==> src/rtl/cpe_pkg.sv <==
package cpe_pkg;
   localparam int unsigned EN_W      = 2;
   localparam int unsigned SNOOP_BIT = 0;
   localparam int unsigned DVM_BIT   = 1;

   typedef enum logic {
      HS_IDLE = 1'b0,
      HS_WAIT = 1'b1
   } hs_state_t;
endpackage

==> src/rtl/cpe_addr_decode.sv <==
module cpe_addr_decode #(
   parameter int NUM_PORTS = 5,
   parameter int ADDR_W    = 16,
   parameter int WIN_SHIFT = 12,
   parameter int CTRL_OFS  = 0,
   parameter int STAT_OFS  = 12
) (
   input  logic                 wr_en,
   input  logic [ADDR_W-1:0]    wr_addr,
   input  logic [ADDR_W-1:0]    rd_addr,
   output logic [NUM_PORTS-1:0] wr_hit,
   output logic [NUM_PORTS-1:0] rd_port_hit,
   output logic                 rd_stat_hit
);
   localparam int WIN_W = ADDR_W - WIN_SHIFT;

   if (WIN_W < 1) begin : g_bad_win
      $error("address has no room for a window index");
   end
   if ((NUM_PORTS + 1) > (1 << WIN_W)) begin : g_bad_ports
      $error("too many ports for the window index width");
   end
   if (CTRL_OFS >= (1 << WIN_SHIFT) || STAT_OFS >= (1 << WIN_SHIFT)) begin : g_bad_ofs
      $error("register offset outside its window");
   end

   logic [WIN_W-1:0]     wr_win;
   logic [WIN_W-1:0]     rd_win;
   logic [WIN_SHIFT-1:0] wr_ofs;
   logic [WIN_SHIFT-1:0] rd_ofs;

   assign wr_win = wr_addr[ADDR_W-1:WIN_SHIFT];
   assign rd_win = rd_addr[ADDR_W-1:WIN_SHIFT];
   assign wr_ofs = wr_addr[WIN_SHIFT-1:0];
   assign rd_ofs = rd_addr[WIN_SHIFT-1:0];

   assign rd_stat_hit = (rd_win == '0) && (rd_ofs == WIN_SHIFT'(STAT_OFS));

   for (genvar p = 0; p < NUM_PORTS; p++) begin : g_dec
      assign wr_hit[p]      = wr_en && (wr_win == WIN_W'(p + 1))
                              && (wr_ofs == WIN_SHIFT'(CTRL_OFS));
      assign rd_port_hit[p] = (rd_win == WIN_W'(p + 1))
                              && (rd_ofs == WIN_SHIFT'(CTRL_OFS));
   end
endmodule

==> src/rtl/cpe_port_ctrl.sv <==
module cpe_port_ctrl
   import cpe_pkg::*;
#(
   parameter bit HAS_DVM = 1'b1
) (
   input  logic            clk,
   input  logic            rst_n,
   input  logic            wr_hit,
   input  logic [EN_W-1:0] wr_bits,
   input  logic            ack,
   output logic            req,
   output logic [EN_W-1:0] req_val,
   output logic [EN_W-1:0] eff,
   output logic            busy
);
   localparam logic [EN_W-1:0] EN_MASK = HAS_DVM ? 2'b11 : 2'b01;

   hs_state_t       state_q;
   logic [EN_W-1:0] target_q;
   logic [EN_W-1:0] eff_q;
   logic [EN_W-1:0] req_val_q;

   always_ff @(posedge clk) begin
      if (!rst_n) begin
         state_q   <= HS_IDLE;
         target_q  <= '0;
         eff_q     <= '0;
         req_val_q <= '0;
      end else begin
         if (wr_hit) begin
            target_q <= wr_bits & EN_MASK;
         end
         case (state_q)
            HS_IDLE: begin
               if (target_q != eff_q) begin
                  state_q   <= HS_WAIT;
                  req_val_q <= target_q;
               end
            end
            HS_WAIT: begin
               if (ack) begin
                  eff_q   <= req_val_q;
                  state_q <= HS_IDLE;
               end
            end
            default: state_q <= HS_IDLE;
         endcase
      end
   end

   assign req     = (state_q == HS_WAIT);
   assign req_val = req_val_q;
   assign eff     = eff_q;
   assign busy    = (state_q == HS_WAIT) || (target_q != eff_q);

   // request held with stable value until acknowledged
   p_req_hold_r10: assert property (@(posedge clk) disable iff (!rst_n)
      (req && !ack) |=> (req && $stable(req_val)));

   // effective enables move only on a request/acknowledge pair
   p_eff_only_on_ack_r6: assert property (@(posedge clk) disable iff (!rst_n)
      !(req && ack) |=> $stable(eff));

   // an idle port with a mismatch raises its request next cycle
   p_req_follows_change_r5: assert property (@(posedge clk) disable iff (!rst_n)
      (!req && (target_q != eff_q)) |=> req);

   if (!HAS_DVM) begin : g_io_variant
      // I/O-coherent port never carries a DVM request
      p_io_no_dvm_req_r4: assert property (@(posedge clk) disable iff (!rst_n)
         req |-> (req_val[DVM_BIT] == 1'b0));
   end
endmodule

==> src/rtl/cpe_readback.sv <==
module cpe_readback
   import cpe_pkg::*;
#(
   parameter int NUM_PORTS = 5,
   parameter int DATA_W    = 32
) (
   input  logic [NUM_PORTS-1:0]      busy,
   input  logic [EN_W*NUM_PORTS-1:0] eff_flat,
   input  logic [NUM_PORTS-1:0]      rd_port_hit,
   input  logic                      rd_stat_hit,
   output logic                      pending,
   output logic [DATA_W-1:0]         rd_data
);
   if (DATA_W < EN_W) begin : g_bad_data
      $error("data width narrower than an enable field");
   end

   assign pending = |busy;

   always_comb begin
      rd_data = '0;
      if (rd_stat_hit) begin
         rd_data[0] = pending;
      end
      for (int p = 0; p < NUM_PORTS; p++) begin
         if (rd_port_hit[p]) begin
            rd_data[EN_W-1:0] = eff_flat[EN_W*p +: EN_W];
         end
      end
   end
endmodule

==> src/rtl/coh_port_enable_ctrl.sv <==
module coh_port_enable_ctrl
   import cpe_pkg::*;
#(
   parameter int NUM_FULL  = 2,
   parameter int NUM_IO    = 3,
   parameter int ADDR_W    = 16,
   parameter int DATA_W    = 32,
   parameter int WIN_SHIFT = 12
) (
   input  logic                           clk,
   input  logic                           rst_n,
   input  logic                           wr_en,
   input  logic [ADDR_W-1:0]              wr_addr,
   input  logic [DATA_W-1:0]              wr_data,
   input  logic [ADDR_W-1:0]              rd_addr,
   output logic [DATA_W-1:0]              rd_data,
   output logic [NUM_FULL+NUM_IO-1:0]     port_req,
   output logic [2*(NUM_FULL+NUM_IO)-1:0] port_req_val,
   input  logic [NUM_FULL+NUM_IO-1:0]     port_ack,
   output logic [NUM_FULL+NUM_IO-1:0]     snoop_en,
   output logic [NUM_FULL+NUM_IO-1:0]     dvm_en
);
   localparam int NUM_PORTS = NUM_FULL + NUM_IO;
   localparam int CTRL_OFS  = 'h0;
   localparam int STAT_OFS  = 'hC;

   if (NUM_PORTS < 1) begin : g_bad_count
      $error("at least one port is required");
   end
   if (NUM_FULL < 0 || NUM_IO < 0) begin : g_bad_mix
      $error("port counts must not be negative");
   end

   logic [NUM_PORTS-1:0]      wr_hit;
   logic [NUM_PORTS-1:0]      rd_port_hit;
   logic                      rd_stat_hit;
   logic [NUM_PORTS-1:0]      busy;
   logic [EN_W*NUM_PORTS-1:0] eff_flat;
   logic                      pending;
   logic                      unused_wdata;

   assign unused_wdata = ^wr_data[DATA_W-1:EN_W];

   cpe_addr_decode #(
      .NUM_PORTS (NUM_PORTS),
      .ADDR_W    (ADDR_W),
      .WIN_SHIFT (WIN_SHIFT),
      .CTRL_OFS  (CTRL_OFS),
      .STAT_OFS  (STAT_OFS)
   ) u_dec (
      .wr_en       (wr_en),
      .wr_addr     (wr_addr),
      .rd_addr     (rd_addr),
      .wr_hit      (wr_hit),
      .rd_port_hit (rd_port_hit),
      .rd_stat_hit (rd_stat_hit)
   );

   for (genvar p = 0; p < NUM_PORTS; p++) begin : g_port
      localparam bit IS_FULL = (p < NUM_FULL);
      logic [EN_W-1:0] eff_p;
      logic [EN_W-1:0] rv_p;

      cpe_port_ctrl #(
         .HAS_DVM (IS_FULL)
      ) u_port (
         .clk     (clk),
         .rst_n   (rst_n),
         .wr_hit  (wr_hit[p]),
         .wr_bits (wr_data[EN_W-1:0]),
         .ack     (port_ack[p]),
         .req     (port_req[p]),
         .req_val (rv_p),
         .eff     (eff_p),
         .busy    (busy[p])
      );

      assign port_req_val[EN_W*p +: EN_W] = rv_p;
      assign eff_flat[EN_W*p +: EN_W]     = eff_p;
      assign snoop_en[p]                  = eff_p[SNOOP_BIT];

      if (IS_FULL) begin : g_full
         assign dvm_en[p] = eff_p[DVM_BIT];
      end else begin : g_io
         assign dvm_en[p] = 1'b0;
      end
   end

   cpe_readback #(
      .NUM_PORTS (NUM_PORTS),
      .DATA_W    (DATA_W)
   ) u_rb (
      .busy        (busy),
      .eff_flat    (eff_flat),
      .rd_port_hit (rd_port_hit),
      .rd_stat_hit (rd_stat_hit),
      .pending     (pending),
      .rd_data     (rd_data)
   );

   // pending falls only after some port's acknowledge was taken
   p_pending_fall_r7: assert property (@(posedge clk) disable iff (!rst_n)
      $fell(pending) |-> $past(|(port_req & port_ack)));

   // pending rises only as a result of a register write
   p_pending_rise_r5: assert property (@(posedge clk) disable iff (!rst_n)
      $rose(pending) |-> $past(wr_en));

   // requests stay low while in reset
   p_reset_quiet_r1: assert property (@(posedge clk)
      $past(!rst_n) |-> (port_req == '0 && snoop_en == '0 && dvm_en == '0));
endmodule

==> config.mk <==
export PLATFORM = sky130hd
export DESIGN_NAME = coh_port_enable_ctrl
export DESIGN_NICKNAME = d
export VERILOG_FILES = /design/src/rtl/cpe_pkg.sv /design/src/rtl/cpe_addr_decode.sv /design/src/rtl/cpe_port_ctrl.sv /design/src/rtl/cpe_readback.sv /design/src/rtl/coh_port_enable_ctrl.sv
export SDC_FILE = /design/constraint.sdc
export NUM_CORES = 1
export LEC_CHECK = 0
export CAP_MARGIN = 20
export CELL_PAD_IN_SITES_DETAIL_PLACEMENT = 1
export CELL_PAD_IN_SITES_GLOBAL_PLACEMENT = 1
export CORE_MARGIN = 4
export CORE_UTILIZATION = 22
export DETAILED_ROUTE_END_ITERATION = 10
export PLACE_DENSITY = 0.86
export RECOVER_POWER = 25
export SYNTH_ARGS = -nofsm -noshare
export SYNTH_HDL_FRONTEND = slang
export SYNTH_SLANG_ARGS = --single-unit
==> constraint.sdc <==
create_clock -name clk -period 2.01 [get_ports clk]
set_input_delay 0.3015 -clock clk [delete_from_list [all_inputs] [get_ports clk]]
set_output_delay 0.3015 -clock clk [all_outputs]
set_load 0.005 [all_outputs]
After elaboration in Yosys (flattened, before gate mapping)
Index checks and enable logic that the tools add are counted.
{ "totals": {"register_bits": 26, "elab_cells": 97} }
{ "op_classes": {"eq_ne": 16, "muxes": 21, "bitwise": 5, "n_reduce_logical": 35} }
{ "op_table": {"columns": ["operator", "n"], "rows": [
  ["$logic_not 12->1", 2],
  ["$reduce_and 2->1", 10],
  ["$eq 4x2->1 const B", 4],
  ["$eq 4x3->1 const B", 4],
  ["$logic_and 1x1->1", 16],
  ["$eq 12x4->1 const B", 1],
  ["$mux 1", 11],
  ["$mux 2", 5],
  ["$pmux 1 s2", 5],
  ["$eq 4x1->1 const B", 2],
  ["$logic_or 1x1->1", 5],
  ["$not 1->1", 5],
  ["$reduce_or 5->1", 1],
  ["$logic_not 4->1", 1],
  ["$ne 2x2->1", 2],
  ["$ne 1x1->1", 3]
]} }

Depth between registers and ports, before layout
Gate-level depths: netlist (run 1).
{ "logic_depth": {"word_depth": 9, "depth_mapped": 5, "mapped_depth_nobuf": 5} }

Cells and area by module
Synthesis (run 1) repeated with hierarchy kept, for this count alone.
{ "hier_totals": {"hier_cells": 221, "area_unflattened_um2": 1818.0} }
{ "modules_own_cells": {"columns": ["mod", "instances", "cells_per_inst", "area_per_inst_um2", "seq_area_each_um2"], "rows": [
  ["cpe_port_ctrl at g_port[0].u_port ...", 2, 34, 302.8, 140.1],
  ["cpe_port_ctrl at g_port[2].u_port ...", 3, 22, 201.4, 80.1],
  ["cpe_readback", 1, 51, 355.3, 0.0],
  ["cpe_addr_decode", 1, 32, 226.5, 0.0],
  ["coh_port_enable_ctrl", 1, 4, 26.3, 0.0]
]} }

Worst setup path before layout (run 1)
Ideal clock, no wire load.
{ "synth_timing": {"kind": "flip-flop to output port", "from": "register g_port[0].u_port.eff_q[0]", "to": "output port rd_data[0]", "t_arrival_ns": 1.300, "t_required_ns": 1.709, "slack_ns": 0.409, "stages_incl_launch_ff": 5, "n_path_buf": 0, "cell_sequence": "dfxtp_1 -> xor2_2 -> or3_1 -> o41ai_2 -> a22oi_1"} }
{ "synth_between": {"elab_chain_len": 9} }
{ "synth_rtl": {"columns": ["item", "line", "source"], "rows": [
  ["start, declared", "cpe_port_ctrl.sv:20", "logic [EN_W-1:0] eff_q;"],
  ["start signal, assigned", "cpe_port_ctrl.sv:42", "eff_q <= req_val_q;"],
  ["$ne 2x2->1", "cpe_port_ctrl.sv:54", "assign busy = (state_q == HS_WAIT) || (target_q != eff_q);"],
  ["$logic_or 1x1->1", "cpe_port_ctrl.sv:54", null],
  ["$reduce_or 5->1", "cpe_readback.sv:18", "assign pending = |busy;"],
  ["$mux 1", "cpe_readback.sv:22", "if (rd_stat_hit) begin"],
  ["$mux 2 * (5 in a row)", "cpe_readback.sv:26", "if (rd_port_hit[p]) begin"],
  ["end, declared", "coh_port_enable_ctrl.sv:16", "output logic [DATA_W-1:0] rd_data,"]
]} }
Mark *: on every way between the ends. The rest lies on a longest branch, timed or not.

Worst setup path in the final report (run 1)
{ "layout_timing": {"from": "register g_port[0].u_port.target_q[1]", "to": "output port rd_data[0]"} }
{ "layout_between": {"elab_chain_len": 9} }
{ "layout_rtl": {"columns": ["item", "line", "source"], "rows": [
  ["start, declared", "cpe_port_ctrl.sv:19", "logic [EN_W-1:0] target_q;"],
  ["start signal, assigned", "cpe_port_ctrl.sv:31", "target_q <= wr_bits & EN_MASK;"],
  ["$ne 2x2->1", "cpe_port_ctrl.sv:54", null],
  ["$logic_or 1x1->1", "cpe_port_ctrl.sv:54", null],
  ["$reduce_or 5->1", "cpe_readback.sv:18", null],
  ["$mux 1", "cpe_readback.sv:22", null],
  ["$mux 2 (5 in a row)", "cpe_readback.sv:26", null]
]} }
No other way between the ends.

==> results of run 1 <==
[layout by cell type, fill, tap and decap left out, drive strengths merged, types with 2 or more instances in the layout]
master	n
clkdlybuf4s50	47
conb	36
nand2	35
dfxtp	26
buf	24
nor2	14
mux2i	13
nand3	10
o21ai	8
nor2b	7
a21boi	7
dlygate4sd2	7
xor2	6
inv	5
clkbuf	5
clkdlybuf4s15	4
nor4	4
a21oi	3
nor3	3
and3	3
and2	3
or3	2
[critical path, cell delays in order, from the launching register on]
cell	delay (ps)
dfxtp_2	340
xor2_1	170
or3_4	400
o41ai_4	350
a22oi_2	130
buf_2	140
[layout make-up]
type | count | area, µm² | share of cell area, %
Antenna cell | 1 | 2.50 | 0.101
Clock buffer | 3 | 41.3 | 1.66
Clock inverter | 1 | 30.0 | 1.21
Inverter | 5 | 18.8 | 0.756
Multi-Input combinational cell | 162 | 966 | 38.9
Sequential cell | 26 | 523 | 21.1
Tap cell | 96 | 120 | 4.84
Timing Repair Buffer | 86 | 781 | 31.5
[what timing repair did]
item,in CTS,in global routing
setup endpoints to repair,2,2
pin swaps,8,8
setup buffers,3,1
resized for setup,29,14
hold buffers,0,0
[final timing paths]
| check | start | to | slack, ps | depth (start not counted) |
|---|---|---|---|---|
| worst max-delay path | g_port[0].u_port.target_q[1] | rd_data[0] | -80 | 5 |
| worst min-delay path | g_port[1].u_port.req_val[1] | g_port[1].u_port.eff[1] | 510 | 2 |
| worst max register to register | g_port[0].u_port.eff[1] | g_port[0].u_port.req_val[0] | 790 | 5 |
| worst min register to register | g_port[1].u_port.req_val[1] | g_port[1].u_port.eff[1] | 510 | 2 |
[cell families (layout without fill, tap and decap cells)]
kind of cell           count (synthesis)  after routing
AO/OA/AOI/OAI                         22             22
XOR/XNOR                               7              7
buffers and inverters                 50             95
flip-flops                            26             26
multiplexers                          13             13
other                                  1             37
AND/OR/NAND/NOR                       84             84
[power breakdown]
group | internal (µW) | switching (µW) | leakage, µW | total, µW
Combinational | 80.1 | 65.5 | 0.000837 | 146
Sequential | 515 | 0.00275 | 0.000210 | 515
Clock | 266 | 168 | 0.0000357 | 435
[state kept, by name (all words and copies together), names as in the netlist]
register,flops
g_port.u_port.eff,7
g_port.u_port.target_q,7
g_port.u_port.req,5
g_port.u_port.req_val,7
[per-stage QoR]
step,utilization [%],area [µm²]
after floorplan,-,1730
after global placement,33.2,2300
after global routing,35.7,2480
after detailed placement,33.2,2300
after CTS,34.8,2420
final,35.7,2480
[per-layer routing]
metal,vias up,track usage (%)
li1,756,-
met1,720,10.7
met2,74,21.8
met3,8,4.99
met4,0,2.44
met5,-,0
==> results.tsv, run 1 <==
stage	metric	value	unit
run_status	status	finished with violations	
run_status	failing checks	negative setup slack	
synth	sequential cell area fraction in the yosys report	32.5	%
sta	fin crit period	2090	ps
power_and_ir_drop	Lkg Pwr	0.00108	µW
synth	most frequent cell after synthesis	buf_4	
synth	synth top area cells	dfxtp_1, buf_4, nand2_1	
synth	Synth Area in Compound Gates	9.13	%
synth	Avg Inst Size Synth	7.90	µm²
cts	H-tree Lvls	1	
sta	Final Max Slew Viols	0	
sta	tightest hold margin	512	ps
sta	Worst-Margin Slew	607	ps
synth	post-synth cell types	29	
sta	Hold Vio Cnt, Final	0	
die	Initial Util	23.1	%
detailed_routing	Top Metal Used	met4	
sta	max frequency	0.478	GHz
synth	synth cell count leaders	buf_4, nand2_1, dfxtp_1	
detailed_routing	DRC Markers	0	
synth	EDFF count, synth	0	
grt	largest net degree at the start of global routing	17	
sta	crit share post-route	104	%
detailed_routing	vias	1558	
sta	unrepaired setup endpoints after global routing	yes	
die	height of the die	93.4	µm
synth	Synth Register Bits	26	
power_and_ir_drop	P per Cell Area	441	nW/µm²
layout	area grow syn2layout	54.9	%
placement	Placed Cells	371	
power_and_ir_drop	maximum vdd ir drop	0.217	mV
detailed_routing	DR pass1 iterations	4	
die	Top Ports	129	
layout	fill cell count	833	
worst_setup_path	CP Capture Type	output pin	
cts	Skew-Pair Late Insertion Delay	270	ps
synth	post-synthesis cell area	1600	µm²
detailed_routing	Met1 Wirelength	1830	µm
grt	total gr overflow	0	
grt	Tot GR Track Use	11.2	%
detailed_routing	metal3 WL	618	µm
sta	Slew headroom	59.5	%
placement	post-detail-place hpwl	4160	µm
cts	TritonCTS clock tree	yes	
synth	synthesized-area fraction occupied by xor and xnor cells	4.29	%
worst_setup_path	critical path type	reg -> out	
sta	Final setup viols	1	
synth	main combinational cell family by area after synthesis	simple AND/OR/NAND/NOR gates	
grt	global-route wire length before repair	7840	µm
synth	Synth Area in Adders	0	%
detailed_routing	via/cell ratio	4.10	
grt	initial antenna violation count	1	
power_and_ir_drop	Total Power	1090	µW
job	Max Cap Viol	0	
synth	top cell type's share of synthesized area	32.5	%
placement	Port Buffers	62	
worst_setup_path	startpoint types	register	
sta	worst clock skew	4.87	ps
placement	gp weighted congestion	0.786	
cts	Clock Path Buffers	2	
die	Core Box Area	6940	µm²
worst_setup_path	CP required	1710	ps
worst_setup_path	CP Data Arrival Time	1790	ps
synth	post-synthesis simple-gate area fraction	24.4	%
worst_setup_path	Crit Path Max Fanout	2	
synth	Ys Warns	0	
layout	share of cells above drive strength 1	15.5	%
cts	total CTS buffers	3	
synth	post-synth top area cell	dfxtp_1	
synth	post-synthesis mux area share	8.12	%
placement	dpl ws	-632	ps
die	Die W	93.4	µm
cts	clock root buffer master	clkbuf_8	
detailed_routing	Antenna Nets Post-Route	0	
die	site row count	30	
sta	Fin Setup TNS	-83.1	ps
synth	asr flop ratio synth	0	%
layout	filler-free cell count of the finished design	380	
die	Die Footprint	8720	µm²
detailed_routing	wire per inst	13.6	µm
cts	Worst-path clk slew	100	ps
synth	Synth Instances	203	
min_path	HP Class	reg -> reg	
detailed_routing	Iter 0 DRT Violations	64	
synth	ys flop type	dfxtp_1	
grt	vias in the first global route	1678	
sta	Final Worst Setup Slack	-83.1	ps
cts	clock sinks	26	
layout	NumNets Final	356	
detailed_routing	Total Wirelength	5160	µm
detailed_routing	met2 wire len	2640	µm
Note: power is estimated with default switching activity, not from simulation.
==> inputs of run 2 (changes only) <==
--- a/config.mk
+++ b/config.mk
@@ -13,6 +13,7 @@
 export DETAILED_ROUTE_END_ITERATION = 10
 export PLACE_DENSITY = 0.86
 export RECOVER_POWER = 25
+export REMOVE_ABC_BUFFERS = 1
 export SYNTH_ARGS = -nofsm -noshare
 export SYNTH_HDL_FRONTEND = slang
 export SYNTH_SLANG_ARGS = --single-unit
==> run 2 against run 1 <==
The flow still finishes with violations (negative setup slack). Final cell count decreased by 1.1%. First-iteration DRC count shrank 17%. Final area decreased by 2.7%. Core utilization down 0.95 points. Via count fell by 3.4%. Register-to-register slack about the same. Routed wire length decreased by 7.7%. Worst setup slack better by 16 ps. Largest power group unchanged.
==> results.tsv, run 2 (synthesis gave the netlist of run 1 again) <==
stage	metric	value	unit
grt	total gr overflow	0	
grt	Tot GR Track Use	10.3	%
power_and_ir_drop	P per Cell Area	412	nW/µm²
layout	fill cell count	851	
worst_setup_path	CP Data Arrival Time	1780	ps
sta	Final Max Slew Viols	0	
power_and_ir_drop	Gate power share	13.8	%
job	Max Cap Viol	0	
cts	clock root buffer master	clkbuf_8	
worst_setup_path	R2R cell count	5	
cts	H-tree Lvls	1	
layout	share of cells above drive strength 1	14.6	%
sta	fin crit period	2080	ps
sta	max frequency	0.481	GHz
worst_setup_path	Crit Path Max Fanout	2	
cts	Clock Path Buffers	2	
worst_setup_path	R2R Path End	g_port[1].u_port.req_val[1]	
cts	clock sinks	26	
grt	global-route wire length before repair	7330	µm
sta	Worst-Margin Slew	1050	ps
min_path	Worst Hold Launch	g_port[1].u_port.req_val[1]	
layout	NumNets Final	353	
power_and_ir_drop	maximum vdd ir drop	0.277	mV
worst_setup_path	r2r setup slk	790	ps
worst_setup_path	RR Startpoint	g_port[1].u_port.eff[0]	
grt	vias in the first global route	1523	
grt	routing usage on met2	19.4	%
grt	grt met1 use	11.7	%
layout	Non-Filler Cell Area, Final	2420	µm²
sta	Final Worst Setup Slack	-67.0	ps
grt	routing usage on met3	2.25	%
worst_setup_path	startpoint types	register	
layout	filler-free cell count of the finished design	376	
run_status	failing checks	negative setup slack	
detailed_routing	DR pass1 iterations	4	
die	site row count	30	
cts	hold buffer count at CTS	0	
cts	Skew-Pair Late Insertion Delay	260	ps
die	Initial Util	23.1	%
grt	initial antenna violation count	0	
worst_setup_path	critical path type	reg -> out	
sta	Slew headroom	30.2	%
sta	Fin Setup TNS	-67.0	ps
detailed_routing	via/cell ratio	4.00	
layout	commonest non-fill, non-tap cell in the layout	clkdlybuf4s50_1	
detailed_routing	Iter 0 DRT Violations	53	
power_and_ir_drop	Power Internal	769	µW
die	Top Ports	129	
placement	placed inst area	2290	µm²
layout	most frequent cells in the layout	clkdlybuf4s50_1, conb_1, nand2_1	
detailed_routing	Antenna Nets Post-Route	0	
layout	ANT cells	0	
min_path	HP Class	reg -> reg	
cts	total CTS buffers	3	
power_and_ir_drop	switch share	22.9	%
detailed_routing	Total Wirelength	4760	µm
power_and_ir_drop	Reg power frac	51.6	%
die	Core Box Area	6940	µm²
layout	area grow syn2layout	50.7	%
cts	Worst-path clk slew	100	ps
placement	gp weighted congestion	0.762	
detailed_routing	vias	1505	
worst_setup_path	CP required	1710	ps
die	Die W	93.4	µm
cts	TritonCTS clock tree	yes	
sta	worst clock skew	1.66	ps
sta	unrepaired setup endpoints after global routing	yes	
die	Die Footprint	8720	µm²
sta	Hold Vio Cnt, Final	0	
power_and_ir_drop	switching pwr	228	µW
sta	crit share post-route	103	%
power_and_ir_drop	Total Power	996	µW
detailed_routing	DRC Markers	0	
placement	Placed Cells	369	
worst_setup_path	CP Capture Type	output pin	
worst_setup_path	crit path to	rd_data[0]	
grt	GRT Max-Usage Layer	met2	
sta	Final setup viols	1	
run_status	status	finished with violations	
worst_setup_path	Setup crit start	g_port[0].u_port.target_q[1]	
power_and_ir_drop	clock share of power	34.6	%
placement	Port Buffers	62	
placement	dpl ws	-725	ps
placement	post-detail-place hpwl	3930	µm
grt	largest net degree at the start of global routing	29	
die	height of the die	93.4	µm
detailed_routing	wire per inst	12.7	µm
power_and_ir_drop	Lkg Pwr	0.00106	µW
[run 2: cell types whose count changed in the layout (fill, tap and decap cells not counted), sizes merged]
cell           delta
clkdlybuf4s50     +1
dlygate4sd2       -1
buf               -3
dlygate4sd3       -1
diode             -1
bufinv            -1
clkbuf            +1
clkdlybuf4s15     +1
[run 2: worst min path at each step]
stage	to	slack [ps]	cells after the start
detailed placement	g_port[1].u_port.eff[1]	500	2
floorplan	g_port[3].u_port.req	420	2
CTS	g_port[1].u_port.eff[1]	510	2
global route	g_port[4].u_port.eff[0]	550	2
global placement	g_port[1].u_port.eff[1]	490	2
finish	g_port[1].u_port.eff[1]	510	2
[run 2: critical path: stages (launching register included)]
cell and delay [ps]:
dfxtp_2 340, xor2_1 170, or3_4 390, o41ai_4 340, a22oi_2 130, buf_2 140
[run 2: metrics by stage]
stage               util, %  hold WS (ps)
floorplan                 -           415
global placement       32.9           495
detailed placement     32.9           499
CTS                    34.5           513
global route           34.8           552
finish                 34.8           508
[run 2: cell type report]
class | instances | area (µm²) | area share [%]
Sequential cell | 26 | 524 | 21.7
Multi-Input combinational cell | 162 | 938 | 38.8
Inverter | 5 | 18.8 | 0.777
Clock buffer | 4 | 55.1 | 2.28
Timing Repair Buffer | 83 | 759 | 31.4
Tap cell | 96 | 120 | 4.97
[run 2: power groups by stage]
stage               Combinational [µW]  Sequential (µW)  Clock, µW
floorplan                         31.7              527          0
detailed placement                 139              527          0
global route                       152              515        376
global placement                   135              527          0
CTS                                136              515        347
finish                             137              515        344
[run 2: what timing repair did]
| item | 4_1_cts | 5_1_grt |
|---|---|---|
| setup buffers | 3 | 0 |
| gates resized for setup | 31 | 7 |
| pin swaps | 7 | 7 |
| cloned | 0 | 0 |
| endpoints found under the setup margin | 2 | 2 |
[run 2: metal layers]
metal | vias to the layer above | wire length, µm | share of wire (%)
met4 | 0 | 30 | 0.63
met3 | 2 | 537 | 11
met2 | 70 | 2370 | 50
met1 | 684 | 1820 | 38
met5 | - | 0 | 0
li1 | 749 | - | -
==> inputs of run 3 (changes only) <==
--- a/config.mk
+++ b/config.mk
@@ -11,6 +11,7 @@
 export CORE_MARGIN = 4
 export CORE_UTILIZATION = 22
 export DETAILED_ROUTE_END_ITERATION = 10
+export HOLD_SLACK_MARGIN = 0.08
 export PLACE_DENSITY = 0.86
 export RECOVER_POWER = 25
 export REMOVE_ABC_BUFFERS = 1
==> results of run 3 <==
The final DEF is identical to that of run 2; final timing and power are the same.
